`config.mk`:
```
export PLATFORM = sky130hd
export DESIGN_NAME = exec_stage
export DESIGN_NICKNAME = d
export VERILOG_FILES = /design/src/rtl/exec_stage_pkg.sv /design/src/rtl/exs_alu_ctrl.sv /design/src/rtl/exs_alu.sv /design/src/rtl/exs_pipe_reg.sv /design/src/rtl/exec_stage.sv
export SDC_FILE = /design/constraint.sdc
export NUM_CORES = 1
export LEC_CHECK = 0
export ABC_AREA = 1
export BUFFER_PORTS_ARGS = -buffer_cell sky130_fd_sc_hd__buf_2
export CAP_MARGIN = 40
export CORE_MARGIN = 2
export CORE_UTILIZATION = 51
export DETAILED_ROUTE_END_ITERATION = 8
export PLACE_DENSITY_LB_ADDON = 0.12
export SYNTH_ARGS = -nofsm -noshare
export SYNTH_HDL_FRONTEND = slang
export SYNTH_SLANG_ARGS = --single-unit
export TNS_END_PERCENT = 100
```
`constraint.sdc`:
```
create_clock -name clk -period 2.6 [get_ports clk]
set_input_delay 0.13 -clock clk [delete_from_list [all_inputs] [get_ports clk]]
set_output_delay 0.13 -clock clk [all_outputs]
set_load 0.01 [all_outputs]
```
`src/rtl/exec_stage_pkg.sv`:
```
package exec_stage_pkg;

    localparam int FUNCT_W = 6;

    typedef enum logic [2:0] {
        ALU_AND   = 3'b000,
        ALU_OR    = 3'b001,
        ALU_ADD   = 3'b010,
        ALU_BAD_A = 3'b011,
        ALU_BAD_B = 3'b100,
        ALU_SUB   = 3'b110,
        ALU_SLT   = 3'b111
    } alu_sel_e;

    localparam logic [1:0] AOP_ADD  = 2'b00;
    localparam logic [1:0] AOP_SUB  = 2'b01;
    localparam logic [1:0] AOP_FUNC = 2'b10;

    localparam logic [FUNCT_W-1:0] FN_ADD = 6'b100000;
    localparam logic [FUNCT_W-1:0] FN_SUB = 6'b100010;
    localparam logic [FUNCT_W-1:0] FN_AND = 6'b100100;
    localparam logic [FUNCT_W-1:0] FN_OR  = 6'b100101;
    localparam logic [FUNCT_W-1:0] FN_SLT = 6'b101010;

    function automatic logic sel_is_legal(input alu_sel_e s);
        return (s == ALU_AND) || (s == ALU_OR) || (s == ALU_ADD) ||
               (s == ALU_SUB) || (s == ALU_SLT);
    endfunction

endpackage

```
`src/rtl/exs_alu_ctrl.sv`:
```
module exs_alu_ctrl
    import exec_stage_pkg::*;
(
    input  logic [1:0]         aop,
    input  logic [FUNCT_W-1:0] funct,
    output alu_sel_e           sel
);
    always_comb begin
        case (aop)
            AOP_ADD:  sel = ALU_ADD;
            AOP_SUB:  sel = ALU_SUB;
            AOP_FUNC: begin
                case (funct)
                    FN_ADD:  sel = ALU_ADD;
                    FN_SUB:  sel = ALU_SUB;
                    FN_AND:  sel = ALU_AND;
                    FN_OR:   sel = ALU_OR;
                    FN_SLT:  sel = ALU_SLT;
                    default: sel = ALU_BAD_A;
                endcase
            end
            default:  sel = ALU_BAD_A;
        endcase
    end
endmodule

```
`src/rtl/exs_alu.sv`:
```
module exs_alu
    import exec_stage_pkg::*;
#(
    parameter int DATA_W = 32
) (
    input  logic [DATA_W-1:0] opa,
    input  logic [DATA_W-1:0] opb,
    input  alu_sel_e          sel,
    output logic [DATA_W-1:0] res,
    output logic              zero,
    output logic              bad
);
    always_comb begin
        bad = 1'b0;
        case (sel)
            ALU_ADD: res = opa + opb;
            ALU_SUB: res = opa - opb;
            ALU_AND: res = opa & opb;
            ALU_OR:  res = opa | opb;
            ALU_SLT: res = {{(DATA_W-1){1'b0}}, ($signed(opa) < $signed(opb))};
            default: begin
                res = 'x;
                bad = 1'b1;
            end
        endcase
        zero = (res == '0);
    end
endmodule

```
`src/rtl/exs_pipe_reg.sv`:
```
module exs_pipe_reg #(
    parameter int          W       = 8,
    parameter logic [W-1:0] RST_VAL = '0
) (
    input  logic         clk,
    input  logic         rst,
    input  logic [W-1:0] d,
    output logic [W-1:0] q
);
    always_ff @(posedge clk) begin
        if (rst) q <= RST_VAL;
        else     q <= d;
    end
endmodule

```
`src/rtl/exec_stage.sv`:
```
module exec_stage
    import exec_stage_pkg::*;
#(
    parameter int DATA_W = 32,
    parameter int REG_AW = 5,
    parameter int WB_W   = 2,
    parameter int MEM_W  = 3
) (
    input  logic               clk,
    input  logic               rst,
    input  logic [WB_W-1:0]    wb_ctl_in,
    input  logic [MEM_W-1:0]   mem_ctl_in,
    input  logic [1:0]         alu_op_in,
    input  logic               alu_src_in,
    input  logic               reg_dst_in,
    input  logic [FUNCT_W-1:0] funct_in,
    input  logic [DATA_W-1:0]  next_pc_in,
    input  logic [DATA_W-1:0]  rd_val_a,
    input  logic [DATA_W-1:0]  rd_val_b,
    input  logic [DATA_W-1:0]  imm_ext,
    input  logic [REG_AW-1:0]  rt_field,
    input  logic [REG_AW-1:0]  rd_field,
    output logic [WB_W-1:0]    wb_ctl_q,
    output logic [MEM_W-1:0]   mem_ctl_q,
    output logic [DATA_W-1:0]  br_target_q,
    output logic               zero_q,
    output logic [DATA_W-1:0]  alu_res_q,
    output logic [DATA_W-1:0]  store_val_q,
    output logic [REG_AW-1:0]  dest_reg_q,
    output logic               op_invalid_q
);
    localparam int PAY_W = WB_W + MEM_W + DATA_W + 1 + DATA_W + DATA_W + REG_AW + 1;
    localparam logic [PAY_W-1:0] PAY_RST =
        {{(WB_W + MEM_W + DATA_W){1'b0}}, 1'b1, {(DATA_W + DATA_W + REG_AW + 1){1'b0}}};

    alu_sel_e          dec_sel;
    logic [DATA_W-1:0] opnd_b;
    logic [DATA_W-1:0] alu_res;
    logic              alu_zero;
    logic              alu_bad;
    logic [DATA_W-1:0] br_sum;
    logic [REG_AW-1:0] dest_sel;
    logic [PAY_W-1:0]  pay_d;
    logic [PAY_W-1:0]  pay_q;

    exs_alu_ctrl u_ctrl (
        .aop   (alu_op_in),
        .funct (funct_in),
        .sel   (dec_sel)
    );

    assign opnd_b = alu_src_in ? imm_ext : rd_val_b;

    exs_alu #(.DATA_W(DATA_W)) u_alu (
        .opa  (rd_val_a),
        .opb  (opnd_b),
        .sel  (dec_sel),
        .res  (alu_res),
        .zero (alu_zero),
        .bad  (alu_bad)
    );

    assign br_sum   = next_pc_in + imm_ext;
    assign dest_sel = reg_dst_in ? rd_field : rt_field;

    assign pay_d = {wb_ctl_in, mem_ctl_in, br_sum, alu_zero, alu_res,
                    rd_val_b, dest_sel, alu_bad};

    exs_pipe_reg #(.W(PAY_W), .RST_VAL(PAY_RST)) u_exmem (
        .clk (clk),
        .rst (rst),
        .d   (pay_d),
        .q   (pay_q)
    );

    assign {wb_ctl_q, mem_ctl_q, br_target_q, zero_q, alu_res_q,
            store_val_q, dest_reg_q, op_invalid_q} = pay_q;


    property p_fixed_class;
        @(posedge clk) disable iff (rst)
            (alu_op_in == AOP_ADD) |-> (dec_sel == ALU_ADD);
    endproperty
    fixed_class_add_chk: assert property (p_fixed_class);


    property p_class3_bad;
        @(posedge clk) disable iff (rst)
            (alu_op_in == 2'b11) |=> op_invalid_q;
    endproperty
    class3_invalid_chk: assert property (p_class3_bad);


    property p_slt_upper;
        @(posedge clk) disable iff (rst)
            (dec_sel == ALU_SLT) |=> (alu_res_q[DATA_W-1:1] == '0);
    endproperty
    slt_upper_zero_chk: assert property (p_slt_upper);


    property p_zero_match;
        @(posedge clk) disable iff (rst)
            !op_invalid_q |-> (zero_q == (alu_res_q == '0));
    endproperty
    zero_flag_chk: assert property (p_zero_match);


    property p_dest;
        @(posedge clk) disable iff (rst)
            reg_dst_in |=> (dest_reg_q == $past(rd_field));
    endproperty
    dest_rd_chk: assert property (p_dest);


    property p_legal_ok;
        @(posedge clk) disable iff (rst)
            sel_is_legal(dec_sel) |=> !op_invalid_q;
    endproperty
    legal_not_invalid_chk: assert property (p_legal_ok);

endmodule

```
---- Yosys cells after proc, flatten, opt, wreduce, memory -nomap -nowiden ----
Cells that the tools add are included.
word-level totals
  logic and storage cells ................. 28
  bits in latches ......................... 0
  memory bits (writable) .................. 0
  memory bits (read-only) ................. 0
  memories ................................ 0
  bits in registers ....................... 108
operators by class
  shift operators ......................... 0
  equality and inequality tests ........... 11
  reductions and logical operators ........ 4
  bitwise operators ....................... 2
  order comparisons ....................... 1
  add/subtract/negate cells ............... 3
  divide/modulo/power cells ............... 0
  multiply operators ...................... 0
  muxes and demuxes ....................... 6
operator list
  cell                                                             count
  32-bit case mux with 5 select lines                              1
  32-bit adder                                                     2
  32-bit AND                                                       1
  32-bit logical NOT                                               1
  32-bit less-than comparator                                      1
  32-bit 2-to-1 mux                                                1
  32-bit OR                                                        1
  32-bit subtractor                                                1
  6-bit == test, second input constant                             5
  3-bit case mux with 5 select lines                               1
  3-bit case mux with 3 select lines                               1
  3-bit == test, second input constant                             2
  5-bit 2-to-1 mux                                                 1
  5-bit OR reduction                                               1
  3-bit by 1-bit == test with 1-bit output, second input constant  1
  3-bit by 2-bit == test with 1-bit output, second input constant  1
  3-bit logical NOT                                                1
  2-bit by 1-bit == test with 1-bit output, second input constant  1
  2-bit == test, second input constant                             1
  2-bit logical NOT                                                1
  1-bit 2-to-1 mux                                                 1

---- Logic depth before layout (Yosys ltp) ----
  depth in word-level cells ............... 6
  mapped depth ............................ 25
  depth with buffers taken out ............ 23

---- Cells and area by module ----
A second synthesis with hierarchy kept.
second synthesis, totals
  cells, all modules ...................... 2273
  area, all modules ....................... 13098.8 µm²
modules (own cells, without submodules)
  module        times used  sequential area each (µm²)  cells an instance  area each (µm²)
  exs_alu       1           0.0                         1370               7089.3
  exs_pipe_reg  1           2162.1                      337                3061.7
  exec_stage    1           0.0                         535                2796.4
  exs_alu_ctrl  1           0.0                         31                 151.4

---- Least setup slack after synthesis ----
Ideal clock, no wire load.
  path kind ............................... input port to flip-flop
  start ................................... input alu_src_in
  end ..................................... register u_exmem.q[70]
  slack ................................... -0.230 ns
  data arrival time ....................... 2.769 ns
  library setup time ...................... 0.061 ns
  cell stages on the path ................. 22
  path buffers ............................ 2
  path through ............................ clkbuf_1 -> clkbuf_1 -> nand2_1 -> o21ai_0 -> inv_1 -> ha_1 -> fa_1 -> nand3_1 -> nand3_1 -> nand2_1 -> nand2_1 -> nand2_1 -> nand2_1 -> nand2_1 -> nand3_1 -> nand3_1 -> nand3b_4 -> nor2_1 -> nand2_1 -> nor2_1 -> nand3_1 -> nand2_1
on the way
  word-level cells in the longest chain between the ends .. 4
RTL lines
  item                                       RTL line            source
  from (decl)                                exec_stage.sv:14    input logic alu_src_in,
  32-bit 2-to-1 mux (*)                      exec_stage.sv:52    assign opnd_b = alu_src_in ? imm_ext : rd_val_b;
  32-bit subtractor (tied with other cells)  exs_alu.sv:17       ALU_SUB: res = opa - opb;
  32-bit case mux with 5 select lines (*)    exs_alu.sv:15       case (sel)
  32-bit logical NOT (*)                     exs_alu.sv:26       zero = (res == '0);
  to (signal assigned)                       exs_pipe_reg.sv:11  if (rst) q <= RST_VAL;
  to (signal assigned)                       exs_pipe_reg.sv:12  else q <= d;
  to (decl)                                  exs_pipe_reg.sv:8   output logic [W-1:0] q
Mark *: on every way between the ends. The rest lies on a longest branch, timed or not.
A chain may end at the register's enable or synchronous reset.

---- Final worst setup path ----
Ends and elaborated chain as after synthesis.

==> results by group <==
Finish
  – Fin util: 75.7%
  – Layout cell share with drive strength beyond 1: 29.0%
  – Max FFs per register: 108
  – Antenna Diode Count: 0
  – Synthesis-to-finish area growth: 45.6%
  – Final layout net count: 2,975
  – Largest registers: u_exmem.q (108)
  – Fillers: 1,875
  – Area taken by flip-flops and latches: 2160 um2
  – Largest Register: u_exmem.q
  – Area of the multi-input gates: 8210 um2

Synthesis
  – Dominant cell by count in the synthesized netlist: nand2_1
  – Synthesized area: 11,800 um2
  – Share of the synthesized area in the top cell type: 18.7%
  – Count of flip-flops with a built-in enable after synthesis: 0
  – Commonest cells in the synthesized netlist: nand2_1 (587), inv_1 (462), nor2_1 (220)
  – Cell count after synthesis: 2,072
  – Number of distinct library cell variants in the gate-level netlist after synthesis: 47
  – Avg Cell Area, Syn: 5.68 um2
  – Number of synthesized register bits: 108
  – Most used flip-flop cell after synthesis: dfxtp_1
  – Cell type with the largest total area after synthesis: nand2_1
  – Asr flop ratio synth: 0%
  – Sequential element share of the synthesized area: 18.4%
  – Main area contributors after synthesis: nand2_1 (19%), dfxtp_1 (18%), inv_1 (15%)
  – Number of nets in the synthesized netlist: 2,365
  – Synthesis Warnings: 0

Timing
  – Crit path time final: 2.50 ns
  – Fin crit share: 96.1%
  – Hold violation count in the final report: 0
  – Maximum clock frequency: 400 MHz
  – Post-route setup slack: 0.100 ns
  – Max-slew violations: 0
  – Worst slew pin tran: 0.794 ns
  – Finish-stage setup viols: 0
  – Max-slew headroom at the worst pin: 47.0%
  – Final TNS setup: 0 ns

CTS
  – Buffer type at the clock tree root: clkbuf_16
  – Clock transition time at the flip-flop clock pins of the worst setup and hold paths: 0.09 ns
  – Number of buffers created by CTS: 9
  – CTS tree: yes
  – H-Tree Depth: 3
  – Maximum clock insertion buffer count: 2
  – Total number of clock tree sinks: 108

Hold path
  – Type of the most critical hold path: in -> reg
  – Hold EP: u_exmem.q[14]$_SDFF_PP0_
  – Hold Crit Depth: 3
  – Worst hold path startpoint: rd_val_b[8]

Drt
  – Via density per instance: 5.25
  – Vias: 15,615
  – Count of routing violations after the opening detailed-route iteration: 1,363
  – Average wire length per cell after detail routing: 16.8 um
  – Residual antenna-violating net count after detailed routing: 0
  – Number of DRC violations after detailed routing: 0
  – Routed Wire Length: 49,900 um
  – Iteration count of the initial detailed-routing pass: 5

GRT
  – Global-route total usage across every layer: 40.2%
  – Number of antenna violations at the first check in global routing: 0
  – Wire length of the first global-routing pass: 76,200 um
  – Met3 usage: 8.92%
  – Layer carrying the most global-route usage: met2
  – Met1 track utilization from global routing: 52.4%
  – Grt total ovfl: 0
  – GRT met2 Usage: 66.4%
  – Number of global-route vias before repair: 15,068
  – Pin count of the biggest net entering global routing: 61

Setup path
  – CP cell instances: buf_8 > buf_6 > o21ai_2 > inv_1 > buf_4 > ha_2 > fa_2 > nand3_4 > nand3_4 > nand2_4 > nand2_2 > nand2_2 > nand2_4 > nand2_2 > nand3_1 > nand3_1 > nand3_2 > nor2_1 > nand2_1 > nor2_2 > nand3_1 > nand2_1
  – Slowest cell delay on critical path: 0.44 ns
  – Worst-path fanout max: 14
  – Top Family by Delay on Critical Path: simple AND/OR/NAND/NOR gates
  – Count of buffering cells on the critical path with inverters included: 4
  – Max stage delay cell, worst path: fa_2
  – Kind of end point of the critical path: register
  – Type of the worst setup path: in -> reg
  – Worst endpoint required time: 2.92 ns
  – CP arrival: 2.82 ns
  – Type of element launching the critical path: input port
  – Stages on the worst setup path: 22

Run status
  – Outcome: finished, final reports clean

Pwr
  – Ratio of total power to cell area: 423 nW/um2
  – Static Leak: 10.2 nW
  – Maximum vdd drop: 0.442 mV

Floorplanning
  – Height of the chip: 156 um
  – Die W: 156 um
  – Area of the core: 22,600 um2
  – Effective utilization at floorplan: 52.0%
  – Overall die area: 24,300 um2
  – Floorplan row count: 55
  – Io pins: 263

Placed design
  – HPWL after detailed placement: 39,100 um
  – Placement-stage worst setup slack: -0.711 ns
  – Final weighted congestion in routability-driven placement: 1.02
  – Number of buffers added on ports: 262

Flow run
  – Count of maximum capacitance violations: 0
==> worst max-delay path by stage <==
stage | from | end | slack (ns)
CTS | alu_src_in | u_exmem.q[70]$_SDFF_PP1_ | 0.04
detailed placement | alu_src_in | u_exmem.q[70]$_SDFF_PP1_ | -0.71
global route | alu_src_in | u_exmem.q[70]$_SDFF_PP1_ | -0.04
global placement | alu_src_in | u_exmem.q[70]$_SDFF_PP1_ | -0.71
finish | alu_src_in | u_exmem.q[70]$_SDFF_PP1_ | 0.10
floorplan | alu_src_in | u_exmem.q[70]$_SDFF_PP1_ | 0.04
==> per-stage QoR <==
step	total power, mW	cell area (um2)	std cells	hold WS, ns
after floorplan	3.68	11800	2072	0.237
after global placement	5.32	15800	2913	0.329
after detailed placement	5.37	15800	2913	0.338
after CTS	6.93	16600	2969	0.00277
after global routing	7.66	17100	2972	0.0121
final	7.26	17100	2972	0.0141
==> cell type report <==
cell class                      count  share of cell area (%)
Clock buffer                       10                    1.34
Clock inverter                      6                   0.358
Inverter                          470                    10.3
Multi-Input combinational cell   1449                    47.9
Sequential cell                   108                    12.6
Tap cell                          285                    2.08
Timing Repair Buffer              644                    25.4
==> power breakdown <==
| group | total, mW | leakage, nW | internal [mW] | switching [mW] |
|---|---|---|---|---|
| clock network | 1.51 | 0.138 | 0.677 | 0.830 |
| logic | 3.89 | 9.16 | 1.67 | 2.21 |
| registers | 1.86 | 0.900 | 1.82 | 0.0457 |
| total | 7.26 | 10.2 | 4.17 | 3.09 |
==> cell families (layout without fill, tap and decap cells) <==
logic type / Yosys count / after routing / share of synthesized area, %
xor gates and xnor gates: 9 / 9 / 0.670
DFF: 108 / 108 / 18.4
buffers and inverters: 515 / 1130 / 16.9
adders and majority gates: 138 / 138 / 14.9
AOI/OAI and AO/OA: 261 / 261 / 12.1
and+or+nand+nor: 1041 / 1041 / 37.1
==> layout by cell type (no fill, tap or decap), drive strengths merged, types with 3 or more instances in the layout <==
cell type,Yosys,layout
o211ai,4,4
o21bai,12,12
dlygate4sd3,0,40
a21oi,116,116
nand4,34,34
dfxtp,108,108
inv,467,468
o21ai,111,111
a21o,3,3
clkbuf,19,10
nor3,17,17
o21a,8,8
clkinv,3,7
nand3b,5,5
buf,26,604
xor2,8,8
nand3,152,152
ha,135,135
nor2,231,231
nand2,593,593
a31oi,3,3
fa,3,3
==> per-layer routing <==
layer	wire, um	vias up	share of wire (%)
li1	-	7578	-
met1	20000	7015	40
met2	22500	879	45
met3	5740	141	11
met4	1590	2	3.2
met5	77	-	0.15
==> repair_timing <==
action | CTS | global route
hold endpoints to repair | 37 | 0
hold buffers | 40 | 0
resized for setup | 37 | 141
setup endpoints to repair | 13 | 11
pin swaps | 3 | 25
buffers inserted | 0 | 3
No activity file was read; power rests on OpenSTA's default activity.
